[src/rtl/bptr_pkg.sv]
// Package: shared layout of the pointer word and the access-size type.
// Assumes a 16-bit pointer word with an 11-bit byte offset in the low bits.
package bptr_pkg;
    localparam int OFF_W   = 11;
    localparam int WORD_W  = 16;
    localparam int MODE_W  = WORD_W - OFF_W;
    localparam int LANES   = WORD_W / 8;

    // Mode bits in pointer-word order (bit 15 down to bit 11).
    typedef struct packed {
        logic auto_tx;
        logic early_tx;
        logic rx_sel;
        logic auto_inc;
        logic rd_mode;
    } mode_t;

    typedef struct packed {
        mode_t            mode;
        logic [OFF_W-1:0] off;
    } ptr_word_t;

    typedef enum logic {SZ_BYTE = 1'b0, SZ_WORD = 1'b1} acc_size_e;

    // Offset step for one access of the given size.
    function automatic logic [OFF_W-1:0] step_of(acc_size_e sz);
        return (sz == SZ_WORD) ? OFF_W'(2) : OFF_W'(1);
    endfunction
endpackage

[src/rtl/bptr_mode_reg.sv]
// Mode register: holds the five mode bits and merges a byte-lane write
// into the current pointer word. Assumes the caller supplies the current
// host offset as the base for lanes that are not written.
module bptr_mode_reg
    import bptr_pkg::*;
(
    input  logic                clk,
    input  logic                rst_n,
    input  logic                wr_en,
    input  logic [LANES-1:0]    wr_be,
    input  logic [WORD_W-1:0]   wr_data,
    input  logic [OFF_W-1:0]    cur_off,
    output mode_t               mode_q,
    output ptr_word_t           merged
);
    logic [WORD_W-1:0] cur_word;
    logic [WORD_W-1:0] mix_word;

    // Present the stored word for lane merging.
    always_comb cur_word = {mode_q, cur_off};

    // Per-lane choice between written data and stored value.
    for (genvar g = 0; g < LANES; g++) begin : g_lane
        always_comb mix_word[g*8 +: 8] = wr_be[g] ? wr_data[g*8 +: 8]
                                                  : cur_word[g*8 +: 8];
    end

    // Expose the merged word to the offset and prefetch logic.
    always_comb merged = ptr_word_t'(mix_word);

    // Capture the mode bits on every pointer write.
    always_ff @(posedge clk) begin
        if (!rst_n) begin
            mode_q <= '0;
        end else if (wr_en) begin
            mode_q <= merged.mode;
        end
    end
endmodule

[src/rtl/bptr_offset.sv]
// Offset tracker: keeps the offset of the next access and the offset the
// host last accessed. A load sets both. An access records the offset it
// used and, with auto-increment, advances modulo 2**OFF_W.
// Assumes load and access are never both presented (top gives load priority).
module bptr_offset
    import bptr_pkg::*;
(
    input  logic             clk,
    input  logic             rst_n,
    input  logic             load,
    input  logic [OFF_W-1:0] load_off,
    input  logic             acc,
    input  acc_size_e        acc_sz,
    input  logic             auto_inc,
    output logic [OFF_W-1:0] next_off,
    output logic [OFF_W-1:0] host_off,
    output logic [OFF_W-1:0] adv_off
);
    // Advanced offset; natural overflow of OFF_W bits gives the wrap.
    always_comb adv_off = next_off + step_of(acc_sz);

    // Track the next and last-accessed offsets.
    always_ff @(posedge clk) begin
        if (!rst_n) begin
            next_off <= '0;
            host_off <= '0;
        end else if (load) begin
            next_off <= load_off;
            host_off <= load_off;
        end else if (acc) begin
            host_off <= next_off;
            if (auto_inc) begin
                next_off <= adv_off;
            end
        end
    end
endmodule

[src/rtl/bptr_prefetch.sv]
// Prefetch issuer: raises a one-cycle read request after a read-mode
// pointer load or an auto-incrementing read. Assumes both triggers are
// mutually exclusive in one cycle; a load takes precedence.
module bptr_prefetch #(
    parameter int ADDR_W = 17
) (
    input  logic              clk,
    input  logic              rst_n,
    input  logic              load_go,
    input  logic [ADDR_W-1:0] load_addr,
    input  logic              step_go,
    input  logic [ADDR_W-1:0] step_addr,
    output logic              req,
    output logic [ADDR_W-1:0] addr
);
    // Register the request pulse and its address.
    always_ff @(posedge clk) begin
        if (!rst_n) begin
            req  <= 1'b0;
            addr <= '0;
        end else begin
            req <= load_go | step_go;
            if (load_go) begin
                addr <= load_addr;
            end else if (step_go) begin
                addr <= step_addr;
            end
        end
    end
endmodule

[src/rtl/bptr_drain.sv]
// Write drain timer: flags busy for DRAIN_CYC cycles after each data-port
// write. With DRAIN_CYC of 0 the flag is tied low.
module bptr_drain #(
    parameter int DRAIN_CYC = 4
) (
    input  logic clk,
    input  logic rst_n,
    input  logic wr_seen,
    output logic busy
);
    if (DRAIN_CYC == 0) begin : g_none
        always_comb busy = 1'b0;
    end else begin : g_cnt
        localparam int CNT_W = $clog2(DRAIN_CYC + 1);
        logic [CNT_W-1:0] cnt;

        // Reload on a write, otherwise count down to zero.
        always_ff @(posedge clk) begin
            if (!rst_n) begin
                cnt <= '0;
            end else if (wr_seen) begin
                cnt <= CNT_W'(DRAIN_CYC);
            end else if (cnt != '0) begin
                cnt <= cnt - 1'b1;
            end
        end

        // Busy while the window is open.
        always_comb busy = (cnt != '0);
    end
endmodule

[src/rtl/bptr_unit.sv]
// Buffer pointer unit top. Forms data-port buffer addresses from a packet
// number and an auto-incrementing offset, issues read prefetches, and keeps
// a readback of the last host-accessed offset.
// Assumes the host never asserts dp_rd and dp_wr together; a pointer
// write in the same cycle as an access wins and the access is dropped.
module bptr_unit
    import bptr_pkg::*;
#(
    parameter int PNUM_W    = 6,
    parameter int DRAIN_CYC = 4,
    localparam int ADDR_W   = PNUM_W + bptr_pkg::OFF_W
) (
    input  logic              clk,
    input  logic              rst_n,
    input  logic              ptr_we,
    input  logic [1:0]        ptr_be,
    input  logic [15:0]       ptr_wdata,
    output logic [15:0]       ptr_rdata,
    input  logic              dp_rd,
    input  logic              dp_wr,
    input  logic              dp_word,
    input  logic [PNUM_W-1:0] rxq_pkt,
    input  logic [PNUM_W-1:0] txq_pkt,
    output logic [ADDR_W-1:0] acc_addr,
    output logic              pf_req,
    output logic [ADDR_W-1:0] pf_addr,
    output logic              wr_busy
);
    mode_t             mode_q;
    ptr_word_t         merged;
    logic [OFF_W-1:0]  next_off;
    logic [OFF_W-1:0]  host_off;
    logic [OFF_W-1:0]  adv_off;
    logic              acc;
    acc_size_e         acc_sz;
    logic [PNUM_W-1:0] pkt_now;
    logic [PNUM_W-1:0] pkt_load;
    logic              load_go;
    logic              step_go;

    // Accesses count only when no pointer write claims the cycle.
    always_comb acc    = (dp_rd | dp_wr) & ~ptr_we;
    always_comb acc_sz = acc_size_e'(dp_word);

    // Packet source for the current mode and for a mode being loaded.
    always_comb pkt_now  = mode_q.rx_sel ? rxq_pkt : txq_pkt;
    always_comb pkt_load = merged.mode.rx_sel ? rxq_pkt : txq_pkt;

    // Prefetch triggers: read-mode load, or auto-incrementing read.
    always_comb load_go = ptr_we & merged.mode.rd_mode;
    always_comb step_go = dp_rd & ~ptr_we & mode_q.rd_mode & mode_q.auto_inc;

    // Outward address and readback views.
    always_comb acc_addr  = {pkt_now, next_off};
    always_comb ptr_rdata = {mode_q, host_off};

    bptr_mode_reg u_mode (
        .clk     (clk),
        .rst_n   (rst_n),
        .wr_en   (ptr_we),
        .wr_be   (ptr_be),
        .wr_data (ptr_wdata),
        .cur_off (host_off),
        .mode_q  (mode_q),
        .merged  (merged)
    );

    bptr_offset u_off (
        .clk      (clk),
        .rst_n    (rst_n),
        .load     (ptr_we),
        .load_off (merged.off),
        .acc      (acc),
        .acc_sz   (acc_sz),
        .auto_inc (mode_q.auto_inc),
        .next_off (next_off),
        .host_off (host_off),
        .adv_off  (adv_off)
    );

    bptr_prefetch #(.ADDR_W(ADDR_W)) u_pf (
        .clk       (clk),
        .rst_n     (rst_n),
        .load_go   (load_go),
        .load_addr ({pkt_load, merged.off}),
        .step_go   (step_go),
        .step_addr ({pkt_now, adv_off}),
        .req       (pf_req),
        .addr      (pf_addr)
    );

    bptr_drain #(.DRAIN_CYC(DRAIN_CYC)) u_drain (
        .clk     (clk),
        .rst_n   (rst_n),
        .wr_seen (dp_wr & ~ptr_we),
        .busy    (wr_busy)
    );
endmodule

[config.mk]
export PLATFORM = sky130hd
export DESIGN_NAME = bptr_unit
export DESIGN_NICKNAME = d
export VERILOG_FILES = /design/src/rtl/bptr_pkg.sv /design/src/rtl/bptr_mode_reg.sv /design/src/rtl/bptr_offset.sv /design/src/rtl/bptr_prefetch.sv /design/src/rtl/bptr_drain.sv /design/src/rtl/bptr_unit.sv
export SDC_FILE = /design/constraint.sdc
export NUM_CORES = 1
export LEC_CHECK = 0
export BUFFER_PORTS_ARGS = -buffer_cell sky130_fd_sc_hd__clkbuf_2
export CORE_UTILIZATION = 51
export DETAILED_ROUTE_END_ITERATION = 8
export GPL_ROUTABILITY_DRIVEN = 0
export MAX_ROUTING_LAYER = met4
export PLACE_DENSITY = 0.8
export SLEW_MARGIN = 20
export SYNTH_ARGS = -nofsm -noshare
export SYNTH_HDL_FRONTEND = slang
export SYNTH_SLANG_ARGS = --single-unit
[constraint.sdc]
create_clock -name clk -period 2.45 [get_ports clk]
set_input_delay 0 -clock clk [delete_from_list [all_inputs] [get_ports clk]]
set_output_delay 0 -clock clk [all_outputs]
set_load 0.05 [all_outputs]
==> flow_summary_export.csv <==
group,metric,value,unit
clock_tree,cts_made_buffers,5,
layout,n_antenna_cell,0,
placed_design,hpwl,4.73,mm
global_route,gr-total-overflow,0,
timing,finalHoldViolations,1,
timing,slew_violations,0,
layout,most-common-layout-cells,"87 x clkbuf_2, 48 x dfxtp_1, 32 x nand2_1, 18 x a21boi_1, 17 x nor2_1",
timing,rsz0062_at_grt,"no",
clock_tree,cts_tree,"done",
pwr,irDropWorstVdd,304,uV
synth,synth_area,0.00276,mm2
floorplanning,core-area,0.00514,mm2
layout,fillCellCount,459,
worst_setup_path,slowest_delay,500,ps
routing,dr.pass1.iters,4,
global_route,grtUsageTotal,25.4,%
routing,ant_nets,0,
clock_tree,h-tree-depth,2,
clock_tree,clkSlewWorstSetupHoldPaths,90,ps
synth,synth_warnings,0,
layout,drive_above_1_share,27.9,%
floorplanning,die_w,75.5,um
routing,routed_wl,7.04,mm
placed_design,io_buffers,87,
synth,synth_enable_flop_cells,0,
synth,synth-seq-cells,48,
timing,setup_viol,0,
worst_setup_path,crit_path_end_kind,"flop",
routing,vias,2725,
routing,drt_iter0_markers,176,
synth,ys_types,51,
routing,routedWlPerCell,14.9,um
floorplanning,io_pins,88,
floorplanning,initial_utilization,53.6,%
status,run_status,"complete, but fails checks",
global_route,antenna_found_initial,0,
timing,worst_pin_slew,904,ps
worst_setup_path,critPathKind,"flop to flop",
timing,worst_slack,241,ps
routing,route.detailed.drc,0,
synth,synth-main-ff-cell,"dfxtp_1",
timing,period_share,90.2,%
floorplanning,die_area,0.00570,mm2
clock_tree,cts_root_buffer,"clkbuf_8",
timing,finalHoldWorstSlack,-0.688,ps
worst_setup_path,path_buf_inv,1,
floorplanning,fp-row-count,26,
timing,min_period,2210,ps
layout,area_growth,23.4,%
placed_design,dp_slack,316,ps
global_route,grt_pass1_vias,2279,
timing,fin_setup_tns,0,ps
worst_setup_path,slowest_stage,"or4_1",
status,violations,"negative hold slack",
min_path,hold_class,"primary input to flop",
synth,async_reset_ff_share,0,%
worst_setup_path,cp_max_fo,9,
layout,layout_commonest_cell,"clkbuf_2",
synth,syn_inst,315,
worst_setup_path,required,2690,ps
floorplanning,die_h,75.5,um
pwr,powerDensity,601,mW/mm2
timing,fmax,453,MHz
routing,vias_per_cell,5.77,
global_route,grt_pass1_wl,10.7,mm
layout,nets,443,
synth,synth_nets,357,
synth,seq_area_frac_synth,34.9,%
clock_tree,worstSkewPairLatency,300,ps
timing,skew,3.59,ps
worst_setup_path,arrival,2450,ps
global_route,grt_start_max_net_pins,52,
worst_setup_path,path_cells,"ha_1 > inv_1 > fa_1 > nand3b_4 > or4_1 > a21oi_1 > o21a_1",
clock_tree,cts_buffer_depth,2,
synth,syn_avg_cell_area,8.75,um2
clock_tree,numClockSinks,48,
timing,relSlewSlack,39.8,%
flow_run,cap_violations,0,
worst_setup_path,cp-start-kind,"flop",
worst_setup_path,crit_family,"simple AND/OR/NAND/NOR gates",
pwr,total_leakage_power,0.00151,uW
[logic make-up after synthesis]
group / share of synthesized area (%)
simple gates: 18.9
fa+ha+maj: 3.00
flops: 34.9
mux: 8.36
xor+xnor: 1.91
compound gates: 27.4
buf+inv: 5.59
[worst paths after layout]
kind,start,to,slack (ps),depth (start not counted)
setup reg to reg,u_off.next_off[0],u_off.next_off[6],240,7
setup / recovery,u_off.next_off[0],u_off.next_off[6],240,7
hold reg to reg,u_pf.addr[4],u_pf.addr[4],450,2
hold / removal,txq_pkt[3],u_pf.addr[14],-0.7,2
[state kept, by name, indices dropped and copies added, names as in the netlist]
name	cells
u_off.host_off	11
u_pf.req	1
u_pf.addr	17
u_drain.g_cnt.cnt	3
u_mode.mode_q	5
u_off.next_off	11
[Yosys cell counts, types with 6 or more instances]
cell type | instances | area, um2
dfxtp_1 | 48 | 961
nand2_1 | 32 | 120
a21boi_1 | 18 | 135
nor2_1 | 17 | 63.8
a21oi_1 | 16 | 80.1
mux2i_1 | 14 | 140
buf_2 | 12 | 60.1
o21a_1 | 11 | 82.6
inv_1 | 10 | 37.5
nand3_1 | 9 | 45.0
o21ai_0 | 9 | 45.0
mux2_2 | 8 | 90.1
nor2b_1 | 8 | 50.1
a211oi_1 | 7 | 52.6
clkbuf_1 | 7 | 26.3
o2bb2ai_1 | 6 | 52.6
[through the flow]
step | util (%) | power (uW) | cells | hold WS (ps) | cell area [um2]
after floorplan | - | 1400 | 315 | 146 | 2760
after global placement | 62.0 | 1540 | 452 | 238 | 3190
after detailed placement | 62.0 | 1550 | 452 | 242 | 3190
after CTS | 66.1 | 2050 | 472 | 1.29 | 3400
after global routing | 66.1 | 2140 | 472 | 4.79 | 3400
final | 66.1 | 2040 | 472 | -0.688 | 3400
[metal layers]
metal | up-vias | routed length (um) | part of all wire (%) | global-route usage (%)
li1 | 1320 | - | - | -
met1 | 1294 | 3060 | 43 | 33.4
met2 | 93 | 3460 | 49 | 39.2
met3 | 18 | 351 | 5.0 | 4.23
met4 | 0 | 168 | 2.4 | 9.67
met5 | - | 0 | 0 | -
[repair_timing]
action	4_1_cts	5_1_grt
setup buffers	0	0
resized for setup	0	0
hold buffers	12	0
endpoints found under the hold margin	8	0
[cell type report]
cell class	count	area (um2)	area share [%]
tap	70	87.6	2.58
timing repair buffer	102	578	17.0
sequential	48	961	28.3
multi-input combinational	234	1650	48.4
clock buffer	8	90.1	2.65
inverter	10	37.5	1.10
[where the power goes]
| group | switching [uW] | total (uW) | internal [uW] | leakage [uW] |
|---|---|---|---|---|
| combinational | 440 | 660 | 220 | 0.00107 |
| sequential | 54.7 | 893 | 838 | 0.000393 |
| clock | 258 | 489 | 231 | 0.0000455 |
| total | 753 | 2040 | 1290 | 0.00151 |
(Power assumes the default switching activity.)
